$ cat config.mk
export PLATFORM = sky130hd
export DESIGN_NAME = pc_seq
export DESIGN_NICKNAME = d
export VERILOG_FILES = /design/src/rtl/pc_seq_pkg.sv /design/src/rtl/pc_act_sel.sv /design/src/rtl/ret_stack.sv /design/src/rtl/pc_core.sv /design/src/rtl/pc_seq.sv
export SDC_FILE = /design/constraint.sdc
export NUM_CORES = 1
export LEC_CHECK = 0
export BUFFER_PORTS_ARGS = -buffer_cell sky130_fd_sc_hd__buf_2
export CORE_MARGIN = 4
export CORE_UTILIZATION = 55
export CTS_CLUSTER_DIAMETER = 80
export DETAILED_ROUTE_END_ITERATION = 10
export PLACE_DENSITY = 0.73
export RECOVER_POWER = 100
export SYNTH_ARGS = -nofsm -noshare
export SYNTH_HDL_FRONTEND = slang
export SYNTH_HIERARCHICAL = 1
export SYNTH_SLANG_ARGS = --single-unit
$ cat constraint.sdc
create_clock -name clk_i -period 6.05 [get_ports clk_i]
set_clock_uncertainty 0.15 [all_clocks]
set_input_delay 0.3025 -clock clk_i [delete_from_list [all_inputs] [get_ports clk_i]]
set_output_delay 0.3025 -clock clk_i [all_outputs]
set_load 0.1 [all_outputs]
$ cat src/rtl/pc_seq_pkg.sv
package pc_seq_pkg;
  typedef enum logic [2:0] {
    ACT_INC  = 3'd0,
    ACT_JUMP = 3'd1,
    ACT_CALL = 3'd2,
    ACT_RET  = 3'd3,
    ACT_IRQ  = 3'd4
  } act_e;
endpackage

$ cat src/rtl/pc_act_sel.sv
module pc_act_sel
  import pc_seq_pkg::*;
(
  input  logic irq_i,
  input  logic ret_i,
  input  logic call_i,
  input  logic jump_i,
  output act_e act_o
);
  // fixed priority irq > ret > call > jump
  always_comb begin
    if (irq_i)       act_o = ACT_IRQ;
    else if (ret_i)  act_o = ACT_RET;
    else if (call_i) act_o = ACT_CALL;
    else if (jump_i) act_o = ACT_JUMP;
    else             act_o = ACT_INC;
  end
endmodule

$ cat src/rtl/ret_stack.sv
module ret_stack #(
  parameter int DW    = 13,
  parameter int DEPTH = 8,
  localparam int PW   = $clog2(DEPTH),
  localparam int CW   = $clog2(DEPTH + 1)
) (
  input  logic          clk_i,
  input  logic          rst_ni,
  input  logic          push_i,
  input  logic          pop_i,
  input  logic [DW-1:0] data_i,
  output logic [DW-1:0] top_o,
  output logic [CW-1:0] depth_o
);
  logic [DW-1:0] mem_q [DEPTH];
  logic [PW-1:0] ptr_q;
  logic [CW-1:0] cnt_q;
  logic [PW-1:0] top_idx;

  assign top_idx = ptr_q - PW'(1);
  assign top_o   = mem_q[top_idx];
  assign depth_o = cnt_q;

  always_ff @(posedge clk_i or negedge rst_ni) begin
    if (!rst_ni) begin
      ptr_q <= '0;
      cnt_q <= '0;
      for (int i = 0; i < DEPTH; i++) mem_q[i] <= '0;
    end else if (push_i) begin
      mem_q[ptr_q] <= data_i;  // full ring: overwrites oldest
      ptr_q <= ptr_q + PW'(1);
      if (cnt_q != CW'(DEPTH)) cnt_q <= cnt_q + CW'(1);
    end else if (pop_i) begin
      ptr_q <= top_idx;
      if (cnt_q != '0) cnt_q <= cnt_q - CW'(1);
    end
  end

  a_r5_push_top: assert property (@(posedge clk_i) disable iff (!rst_ni)
    push_i |=> top_o == $past(data_i));
  a_r7_full_sat: assert property (@(posedge clk_i) disable iff (!rst_ni)
    (push_i && depth_o == CW'(DEPTH)) |=> depth_o == CW'(DEPTH));
  a_r6_pop_dec: assert property (@(posedge clk_i) disable iff (!rst_ni)
    (pop_i && !push_i && depth_o != '0) |=> depth_o == $past(depth_o) - CW'(1));
  a_r6_pop_floor: assert property (@(posedge clk_i) disable iff (!rst_ni)
    (pop_i && !push_i && depth_o == '0) |=> depth_o == '0);
  a_r7_bound: assert property (@(posedge clk_i) disable iff (!rst_ni)
    depth_o <= CW'(DEPTH));
endmodule

$ cat src/rtl/pc_core.sv
module pc_core
  import pc_seq_pkg::*;
#(
  parameter int          PC_W    = 13,
  parameter logic [PC_W-1:0] RST_VEC = '0,
  parameter logic [PC_W-1:0] INT_VEC = PC_W'(4)
) (
  input  logic            clk_i,
  input  logic            rst_ni,
  input  act_e            act_i,
  input  logic [PC_W-1:0] target_i,
  input  logic [PC_W-1:0] top_i,
  output logic [PC_W-1:0] pc_o,
  output logic [PC_W-1:0] ret_addr_o
);
  logic [PC_W-1:0] pc_q, pc_d;

  assign ret_addr_o = pc_q + PC_W'(1);  // wraps 1FFFh -> 0
  assign pc_o       = pc_q;

  always_comb begin
    unique case (act_i)
      ACT_IRQ:  pc_d = INT_VEC;
      ACT_RET:  pc_d = top_i;
      ACT_CALL,
      ACT_JUMP: pc_d = target_i;
      default:  pc_d = ret_addr_o;
    endcase
  end

  always_ff @(posedge clk_i or negedge rst_ni) begin
    if (!rst_ni) pc_q <= RST_VEC;
    else         pc_q <= pc_d;
  end

  a_r3_step: assert property (@(posedge clk_i) disable iff (!rst_ni)
    act_i == ACT_INC |=> pc_q == $past(pc_q) + PC_W'(1));
  a_r4_load: assert property (@(posedge clk_i) disable iff (!rst_ni)
    (act_i == ACT_JUMP || act_i == ACT_CALL) |=> pc_q == $past(target_i));
  a_r6_restore: assert property (@(posedge clk_i) disable iff (!rst_ni)
    act_i == ACT_RET |=> pc_q == $past(top_i));
  a_r8_vector: assert property (@(posedge clk_i) disable iff (!rst_ni)
    act_i == ACT_IRQ |=> pc_q == INT_VEC);
endmodule

$ cat src/rtl/pc_seq.sv
module pc_seq
  import pc_seq_pkg::*;
#(
  parameter int PC_W   = 13,
  parameter int PHYS_W = 11,
  parameter int DEPTH  = 8,
  localparam int CW    = $clog2(DEPTH + 1)
) (
  input  logic              clk_i,
  input  logic              rst_ni,
  input  logic              irq_i,
  input  logic              jump_i,
  input  logic              call_i,
  input  logic [PC_W-1:0]   target_i,
  input  logic              ret_i,
  output logic [PHYS_W-1:0] fetch_addr_o,
  output logic [CW-1:0]     depth_o
);
  act_e            act;
  logic            push, pop;
  logic [PC_W-1:0] pc, ret_addr, top;

  pc_act_sel u_sel (
    .irq_i (irq_i), .ret_i (ret_i), .call_i (call_i), .jump_i (jump_i),
    .act_o (act)
  );

  assign push = (act == ACT_CALL) || (act == ACT_IRQ);
  assign pop  = (act == ACT_RET);

  ret_stack #(.DW(PC_W), .DEPTH(DEPTH)) u_stack (
    .clk_i (clk_i), .rst_ni (rst_ni), .push_i (push), .pop_i (pop),
    .data_i (ret_addr), .top_o (top), .depth_o (depth_o)
  );

  pc_core #(.PC_W(PC_W)) u_core (
    .clk_i (clk_i), .rst_ni (rst_ni), .act_i (act), .target_i (target_i),
    .top_i (top), .pc_o (pc), .ret_addr_o (ret_addr)
  );

  // upper PC bits are dropped, folding into the physical space
  assign fetch_addr_o = pc[PHYS_W-1:0];

  a_r9_one_op: assert property (@(posedge clk_i) disable iff (!rst_ni)
    $onehot0({push, pop}));
  a_r9_irq_first: assert property (@(posedge clk_i) disable iff (!rst_ni)
    irq_i |=> fetch_addr_o == PHYS_W'(4));
endmodule

* Yosys cells after proc, flatten, opt, wreduce, memory -nomap -nowiden
Index checks and enable logic that the tools add are counted.
** Operators by class
- Add/sub/neg operators :: 5
- Reduce and logical (&&, ||, !) cells :: 7
- $lt $le $gt $ge :: 3
- Bitwise logic cells :: 2
- Muxes and demuxes :: 17
- Equality and inequality tests :: 6
** Operators with widths (count)
- $bwmux W104 :: 1
- $bmux W13 S3 :: 1
- $demux W13 S3 :: 1
- $mux W13 :: 3
- $pmux W13 S3 :: 1
- $mux W4 :: 4
- $mux W3 :: 5
- $add A13 B1 Y13 const B :: 1
- $ge A4 B4 Y1 const B :: 2
- $not A3 Y4 :: 2
- $eq A3 B2 Y1 const B :: 2
- $add A4 B1 Y4 const B :: 1
- $lt A4 B1 Y1 const B :: 1
- $ne A4 B4 Y1 const B :: 1
- $reduce_bool A2 Y1 :: 2
- $reduce_bool A4 Y1 :: 1
- $sub A4 B1 Y4 const B :: 1
- $add A3 B1 Y3 const B :: 1
- $eq A3 B1 Y1 const B :: 1
- $eq A3 B3 Y1 const B :: 1
- $reduce_and A3 Y1 :: 1
- $sub A3 B1 Y3 const B :: 1
- $ne A2 B1 Y1 const B :: 1
- $reduce_or A2 Y1 :: 1
- 3 further kinds :: 3
** Word-level totals
- Word-level logic and storage cells :: 51
- Flip-flop bits (word level) :: 124
- Output and inout bits :: 15

* Logic depth before layout (Yosys ltp)
Gate-level depths: netlist of run 1.
- Word-level depth :: 8
- Mapped depth :: 10

* By module
The synthesis of run 1 kept the hierarchy.
** Modules (own cells, without submodules)
- ret_stack :: area each 5173.7 µm², sequential area each 2777.7 µm², instances 1, cells an instance 324
- pc_core :: area each 1126.1 µm², sequential area each 325.3 µm², instances 1, cells an instance 124
- pc_act_sel :: area each 33.8 µm², sequential area each 0.0 µm², instances 1, cells an instance 6
- pc_seq :: area each 20.0 µm², sequential area each 0.0 µm², instances 1, cells an instance 4

* Worst setup path after synthesis of run 1
Ideal clock, no wire load.
- Kind :: flip-flop to flip-flop
- Start :: reg u_stack.ptr_q[1]
- End :: reg u_core.pc_q[6] (netlist: u_core/pc_o[6])
- Arrival :: 2.624 ns
- Library setup time :: 0.121 ns
- Setup slack :: 3.155 ns
- Clock period less this slack :: 2.895 ns
- Stages on the path, launching flop included :: 11
- Cell sequence :: dfrtp_1 -> inv_2 -> ha_1 -> clkbuf_1 -> clkbuf_1 -> mux4_2 -> mux2_2 -> mux2i_1 -> a221oi_2 -> or2_1 -> a22o_1
** On the way
- Cells in the longest elaborated chain, start to end :: 6
** RTL lines
- start: declaration :: RTL line ret_stack.sv:16 : logic [PW-1:0] ptr_q;
- start signal: assignment :: RTL line ret_stack.sv:31 : ptr_q <= ptr_q + PW'(1);
- start signal: assignment :: RTL line ret_stack.sv:34 : ptr_q <= top_idx;
- $sub A3 B1 Y3 :: RTL line ret_stack.sv:20 : assign top_idx = ptr_q - PW'(1);
- $not A3 Y4 (implied by the code) :: RTL line ret_stack.sv:21 : assign top_o = mem_q[top_idx];
- $bmux W13 S3 :: RTL line ret_stack.sv:21
- $mux W13 (implied by the code) (2 in a row) :: RTL line ret_stack.sv:21
- net top[6] :: RTL line pc_seq.sv:21 : logic [PC_W-1:0] pc, ret_addr, top;
- $pmux W13 S3 :: RTL line pc_core.sv:22 : unique case (act_i)
- net u_core.pc_d[6] :: RTL line pc_core.sv:16 : logic [PC_W-1:0] pc_q, pc_d;
- end signal: assignment :: RTL line pc_core.sv:33 : else pc_q <= pc_d;
- end: declaration :: RTL line pc_core.sv:16
The timed path passes the listed nets, and every way through them passes these cells. The select of a mux whose other input is x is not followed.
A chain may end at the register's enable or synchronous reset.

* Worst setup path after layout of run 1
- Start :: in irq_i
- End :: reg u_stack/mem_q[45] (netlist bit)
** On the way
- Cells in the longest elaborated chain, start to end :: 3
- Elaborated cells on any way between the ends :: 4
- Classes of those cells :: eq/ne (2); mux (1); reduce/logical (1)
** RTL lines
- start: declaration :: RTL line pc_seq.sv:11 : input logic irq_i,
- $mux W3 * :: RTL line pc_act_sel.sv:12 : if (irq_i) act_o = ACT_IRQ;
- net act[1] :: RTL line pc_seq.sv:19 : act_e act;
- $eq A3 B2 Y1 / $eq A3 B3 Y1 (equally long branches) :: RTL line pc_seq.sv:28 : assign push = (act == ACT_CALL) || (act == ACT_IRQ);
- $logic_or A1 B1 Y1 * :: RTL line pc_seq.sv:28
- net push :: RTL line pc_seq.sv:20 : logic push, pop;
- end signal: indexed assignment :: RTL line ret_stack.sv:30 : mem_q[ptr_q] <= data_i;
- end: declaration :: RTL line ret_stack.sv:15 : logic [DW-1:0] mem_q [DEPTH];
The timed path passes the listed nets; every way through them passes the cells marked *.

==> flow_metrics.env, run 1 <==
export IMPL_groute_usage_overall_pct=21.11
export IMPL_ff_latch_area_sq_um=2653
export IMPL_start_kind="input pin"
export IMPL_fmax_mhz=222.2
export IMPL_cp_end_kind="register"
export IMPL_cp_buffers_inverters=4
export IMPL_path_class="in -> reg"
export IMPL_grt_pass1_vias=3502
export IMPL_die_area_sq_um=11630
export IMPL_ios=34
export IMPL_placed_area_sq_um=5752
export IMPL_internal_power_uw=1897
export IMPL_crit_fanout=26
export IMPL_stdcell_area_sq_um=5834
export IMPL_peakVddDrop_mv=0.2726
export IMPL_syn_nets=429
export IMPL_firstDrtPassIters=5
export IMPL_cts_buffers=9
export IMPL_cts_max_path_buffers=2
export IMPL_die_h_um=107.9
export IMPL_crit_chain="clkbuf_1, nor2_1, clkbuf_1, xnor2_1, nor2_1, clkbuf_1, nand2b_1, nor3b_1, clkbuf_1, mux2_2"
export IMPL_relSlewSlack_pct=-35.25
export IMPL_coreArea_sq_um=9729
export IMPL_antenna_found_initial=0
export IMPL_placedCellCount=552
export IMPL_worstMarginPinSlew_ns=2.029
export IMPL_cp_arrival_ns=4.61
export IMPL_cts_root_buf="clkbuf_8"
export IMPL_setup_viol=0
export IMPL_drc=0
export IMPL_critPathMaxStageDelay_ns=0.87
export IMPL_final_max_slew_violation_count=86
export IMPL_clkPwrFrac_pct=13.2
export IMPL_drive_gt1_share_pct=36.70
export IMPL_htreeDepth=3
export IMPL_rsz0062_at_grt="no"
export IMPL_fillers=792
export IMPL_syn_to_final_growth_pct=6.364
export IMPL_multi_input_area_sq_um=2565
export IMPL_clock_sinks=106
export IMPL_viasPerCell=5.928
export IMPL_final_period_utilization_pct=74.40
export IMPL_stdcell_count=569
export IMPL_min_period_ns=4.501
export IMPL_hpwl_um=7445
export IMPL_overflow=0
export IMPL_outcome="finished, violations left"
export IMPL_place_congestion=0.7864
export IMPL_max_cap_viol_count=1
export IMPL_grt_max_degree=86
export IMPL_p_leak_uw=0.002571
export IMPL_rows=36
export IMPL_dr_total_vias=3373
export IMPL_power_frac_seq_pct=38.4
export IMPL_fin_setup_tns_ns=0
export IMPL_synthesis_area_sq_um=5485
export IMPL_clk_pin_slew_ns=0.10
export IMPL_min_path_type="in -> reg"
export IMPL_port_buffers=31
export IMPL_syn_inst=404
export IMPL_nets=456
export IMPL_violations="capacitance limit, slew limit"
export IMPL_die_x_um=107.9
export IMPL_cpMostUsedCell="clkbuf_1"
export IMPL_grt_pass1_wl_um=18610
export IMPL_cellPowerDensity_nw_per_um2=538.2
export IMPL_detail_route_wl_per_cell_um=20.13
export IMPL_switchingPower_uw=1244
export IMPL_initial_core_util_pct=56.38
export IMPL_antenna_cells=0
export IMPL_switching_share_pct=39.61
export IMPL_finalHoldViolations=0
export IMPL_cp_slowest_cell="clkbuf_1"
export IMPL_syn_area_per_cell_sq_um=13.58
export IMPL_required_ns=6.16
export IMPL_comb_power_share_pct=48.3
export IMPL_clkLatencyLatePin_ns=0.36
export IMPL_postRouteAntennaNets=0
export IMPL_drt_initial_drc_count=213
export IMPL_crit_family="buffers and inverters"
export IMPL_yosysWarnings=6
export IMPL_reg2reg_setup_slack_ns=2.02
export IMPL_cts_tree="built"
export IMPL_drt_wl_total_um=11450
==> routing by layer <==
metal | track usage [%] | part of all wire, % | wire [um]
met2 | 32.86 | 47 | 5412
met1 | 30.26 | 46 | 5247
met5 | 0 | 0 | 0
met4 | 6.763 | 1.6 | 178
met3 | 3.839 | 5.4 | 614
==> path summary, 6_finish.rpt <==
check                                  start           endpoint  cells after the start
min in group asynchronous             rst_ni   u_stack/mem_q[1]                      2
hold reg to reg            u_stack/mem_q[54]  u_stack/mem_q[54]                      1
max in group asynchronous             rst_ni  u_stack/mem_q[48]                      3
hold / removal                  target_i[10]    u_core/pc_o[10]                      3
setup / recovery                       irq_i  u_stack/mem_q[45]                     10
setup reg to reg            u_stack/ptr_q[0]     u_core/pc_o[6]                     10
==> per-stage QoR <==
| stage | hold slack (ns) | power (uW) | setup slack (ns) | util [%] |
|---|---|---|---|---|
| 2_1_floorplan | -0.1431 | 2450 | 3.216 | - |
| 3_3_place_gp | 0.04838 | 2725 | 2.640 | 59.12 |
| 3_5_place_dp | 0.06105 | 2793 | 2.609 | 59.12 |
| 4_1_cts | 0.08567 | 3215 | 2.555 | 61.16 |
| 5_1_grt | 0.1248 | 3316 | 1.263 | 59.97 |
| 6_report | 0.1063 | 3140 | 1.549 | 59.97 |
==> repair_timing <==
action                                 CTS  global route
hold buffers                             1             0
gates resized for setup                  0             0
endpoints found under the hold margin   21             0
setup buffers                            0             0
==> power by group through the flow <==
| stage | Combinational [uW] | Sequential [uW] | Clock [uW] |
|---|---|---|---|
| 6_report | 1520 | 1210 | 416 |
| 5_1_grt | 1620 | 1240 | 449 |
| 4_1_cts | 1580 | 1210 | 425 |
| 3_5_place_dp | 1570 | 1220 | 0 |
| 3_3_place_gp | 1530 | 1200 | 0 |
| 2_1_floorplan | 1060 | 1390 | 0 |
==> placed cells by master (no fill, tap or decap), drive strengths merged, types with 2 or more instances in the layout <==
master    instances
nand2            14
mux4             23
mux2i             6
nor4              2
o22ai             4
o211a             2
clkinv            2
a22oi             5
xnor2             8
o21ai             7
a22o              2
mux2            104
clkbuf           35
nand2b            5
ha                5
or2               4
nand3             4
nor2             18
buf              17
nand4             4
nor3              5
a221oi            5
a21o              2
clkinvlp          3
inv              18
nor3b             2
xor2              6
dfrtp           106
a21oi             7
==> cell type report <==
type	instances	share of cell area, %
repair buffers	43	3.388
clock buffers	10	2.359
flip-flops and latches	106	45.46
well taps	133	2.852
clock inverters	6	0.8793
multi-input cells	254	43.96
inverters	17	1.094
==> registers in the layout (all words and copies together), names as in the netlist <==
| signal | count |
|---|---|
| u_stack/mem_q | 88 |
| u_core/pc_o | 11 |
| u_stack/ptr_q | 3 |
| u_stack/depth_o | 4 |
==> worst register-to-register path, stage by stage, from the launching register on <==
cell and delay (ns):
dfrtp_1 0.33, buf_4 0.45, inv_1 0.18, ha_1 0.63
clkbuf_1 0.76, mux4_2 0.41, mux2_2 0.27, mux2i_1 0.14
a221oi_1 0.13, or2_1 0.29, a22o_1 0.17
No activity file was read; power rests on OpenSTA's default activity.
==> inputs of run 2 (changes only) <==
PLACE_DENSITY = 0.76   (was 0.73)
clock period = 4.1 ns   (was 6.05 ns; I/O delays follow)
==> flow_metrics.env, run 2 (synthesis results as in run 1) <==
export IMPL_outcome="finished, violations left"
export IMPL_violations="capacitance limit, slew limit"
export IMPL_fin_setup_tns_ns=0
export IMPL_min_path_type="in -> reg"
export IMPL_required_ns=4.12
export IMPL_die_h_um=107.9
export IMPL_detail_route_wl_per_cell_um=20.60
export IMPL_die_area_sq_um=11630
export IMPL_ios=34
export IMPL_cp_end_kind="register"
export IMPL_cp_buffers_inverters=2
export IMPL_drt_wl_total_um=11790
export IMPL_rsz0062_at_grt="no"
export IMPL_cts_tree="built"
export IMPL_grt_pass1_vias=3530
export IMPL_layout_commonest_cell="dfrtp_1"
export IMPL_clk_pin_slew_ns=0.09
export IMPL_largest_register_ffs=88
export IMPL_drive_gt1_share_pct=37.13
export IMPL_crit_chain="inv_1, ha_1, clkbuf_1, mux4_2, mux2_2, mux2_1, a22oi_1, o22ai_1"
export IMPL_grt_pass1_wl_um=19000
export IMPL_placed_area_sq_um=5774
export IMPL_antenna_cells=0
export IMPL_coreArea_sq_um=9729
export IMPL_final_period_utilization_pct=83.16
export IMPL_crit_fanout=11
export IMPL_finalHoldViolations=0
export IMPL_clock_sinks=106
export IMPL_whs_path_depth=3
export IMPL_initial_core_util_pct=56.38
export IMPL_hp_start="target_i[7]"
export IMPL_cts_max_path_buffers=2
export IMPL_drc=0
export IMPL_nets=459
export IMPL_final_max_slew_violation_count=77
export IMPL_critPathMaxStageDelay_ns=0.67
export IMPL_regMostFlops="u_stack/mem_q"
export IMPL_layout_common_cells="dfrtp_1, mux2_2, clkbuf_1"
export IMPL_firstDrtPassIters=4
export IMPL_worstHoldEndpoint="u_core/pc_o[7]"
export IMPL_cts_resized=0
export IMPL_relSlewSlack_pct=-29.32
export IMPL_cellPowerDensity_nw_per_um2=796.3
export IMPL_groute_usage_overall_pct=21.66
export IMPL_reg2reg_setup_slack_ns=0.69
export IMPL_worstMarginPinSlew_ns=1.940
export IMPL_die_x_um=107.9
export IMPL_hpwl_um=7760
export IMPL_max_cap_viol_count=1
export IMPL_rows=36
export IMPL_path_class="reg -> reg"
export IMPL_r2r_end="u_core/pc_o[10]"
export IMPL_place_congestion=0.7870
export IMPL_syn_to_final_growth_pct=7.117
export IMPL_port_buffers=31
export IMPL_clkLatencyLatePin_ns=0.36
export IMPL_cts_buffers=9
export IMPL_htreeDepth=3
export IMPL_p_leak_uw=0.002599
export IMPL_stdcell_area_sq_um=5876
export IMPL_fmax_mhz=293.3
export IMPL_r2r_start="u_stack/ptr_q[1]"
export IMPL_start_kind="register"
export IMPL_dr_total_vias=3440
export IMPL_antenna_found_initial=0
export IMPL_peakVddDrop_mv=0.3267
export IMPL_crit_cells=8
export IMPL_cp_slowest_cell="ha_1"
export IMPL_grt_max_degree=77
export IMPL_cts_root_buf="clkbuf_8"
export IMPL_overflow=0
export IMPL_postRouteAntennaNets=0
export IMPL_crit_family="multiplexers"
export IMPL_viasPerCell=6.014
export IMPL_drt_initial_drc_count=193
export IMPL_setup_viol=0
export IMPL_r2r_cells=8
export IMPL_min_period_ns=3.409
export IMPL_cp_arrival_ns=3.43
==> run 2: cell types whose count changed in the layout (fill, tap and decap cells not counted), sizes merged <==
| cell | before | now |
|---|---|---|
| buf | 17 | 19 |
| bufinv | 0 | 1 |
| clkbuf | 35 | 38 |
| clkinvlp | 3 | 1 |
| inv | 18 | 17 |
==> run 2: power by group <==
group | switching [uW] | internal, uW | total, uW
sequential | 303 | 1490 | 1800
clock | 341 | 300 | 642
combinational | 1170 | 1070 | 2240
==> run 2: what timing repair did <==
action,in CTS,in global routing
hold endpoints to repair,75,0
buffers inserted,0,0
hold buffers,1,0
==> run 2: cell type report <==
class                      instances  area (sq um)
multi-input combinational        254          2579
inverter                          17         63.81
fill                             782          3854
clock buffer                      12         145.1
tap                              133         166.4
sequential                       106          2653
timing repair buffer              46         217.7
clock inverter                     4         51.30
==> run 2: worst reg2reg max path: cells and delay by family (launching register included) <==
kind	cells	cell delay [ns]
mux	3	0.97
flops	1	0.51
fa+ha+maj	1	0.67
buf+inv	2	0.66
compound gates	2	0.28
==> run 2: layer usage <==
metal | wire [um] | up-vias | global-route usage, %
met5 | 0 | - | 0
met4 | 136 | 0 | 6.583
met3 | 452 | 10 | 2.639
met2 | 6010 | 79 | 36.46
met1 | 5185 | 1826 | 29.60
li1 | - | 1525 | -
==> run 2: worst max path at each step <==
stage / from / to
final: u_stack/ptr_q[1] / u_core/pc_o[10]
after global routing: irq_i / u_stack/mem_q[66]
after CTS: u_stack/ptr_q[1] / u_core/pc_o[10]
after detailed placement: u_stack/ptr_q[1] / u_core/pc_o[5]
after global placement: u_stack/ptr_q[1] / u_core/pc_o[5]
after floorplan: u_stack/ptr_q[1] / u_core/pc_o[6]
==> run 2: per-stage QoR <==
step	power, uW	setup slack, ns	util, %	std cells	hold WS (ns)
final	4679	0.6906	60.39	572	0.04936
after global placement	4040	1.104	59.35	555	0.2560
after global routing	4964	0.4869	60.39	572	0.03242
after floorplan	3615	1.266	-	404	-0.2406
after CTS	4786	1.042	61.47	572	0.03445
after detailed placement	4140	1.064	59.35	555	0.2656
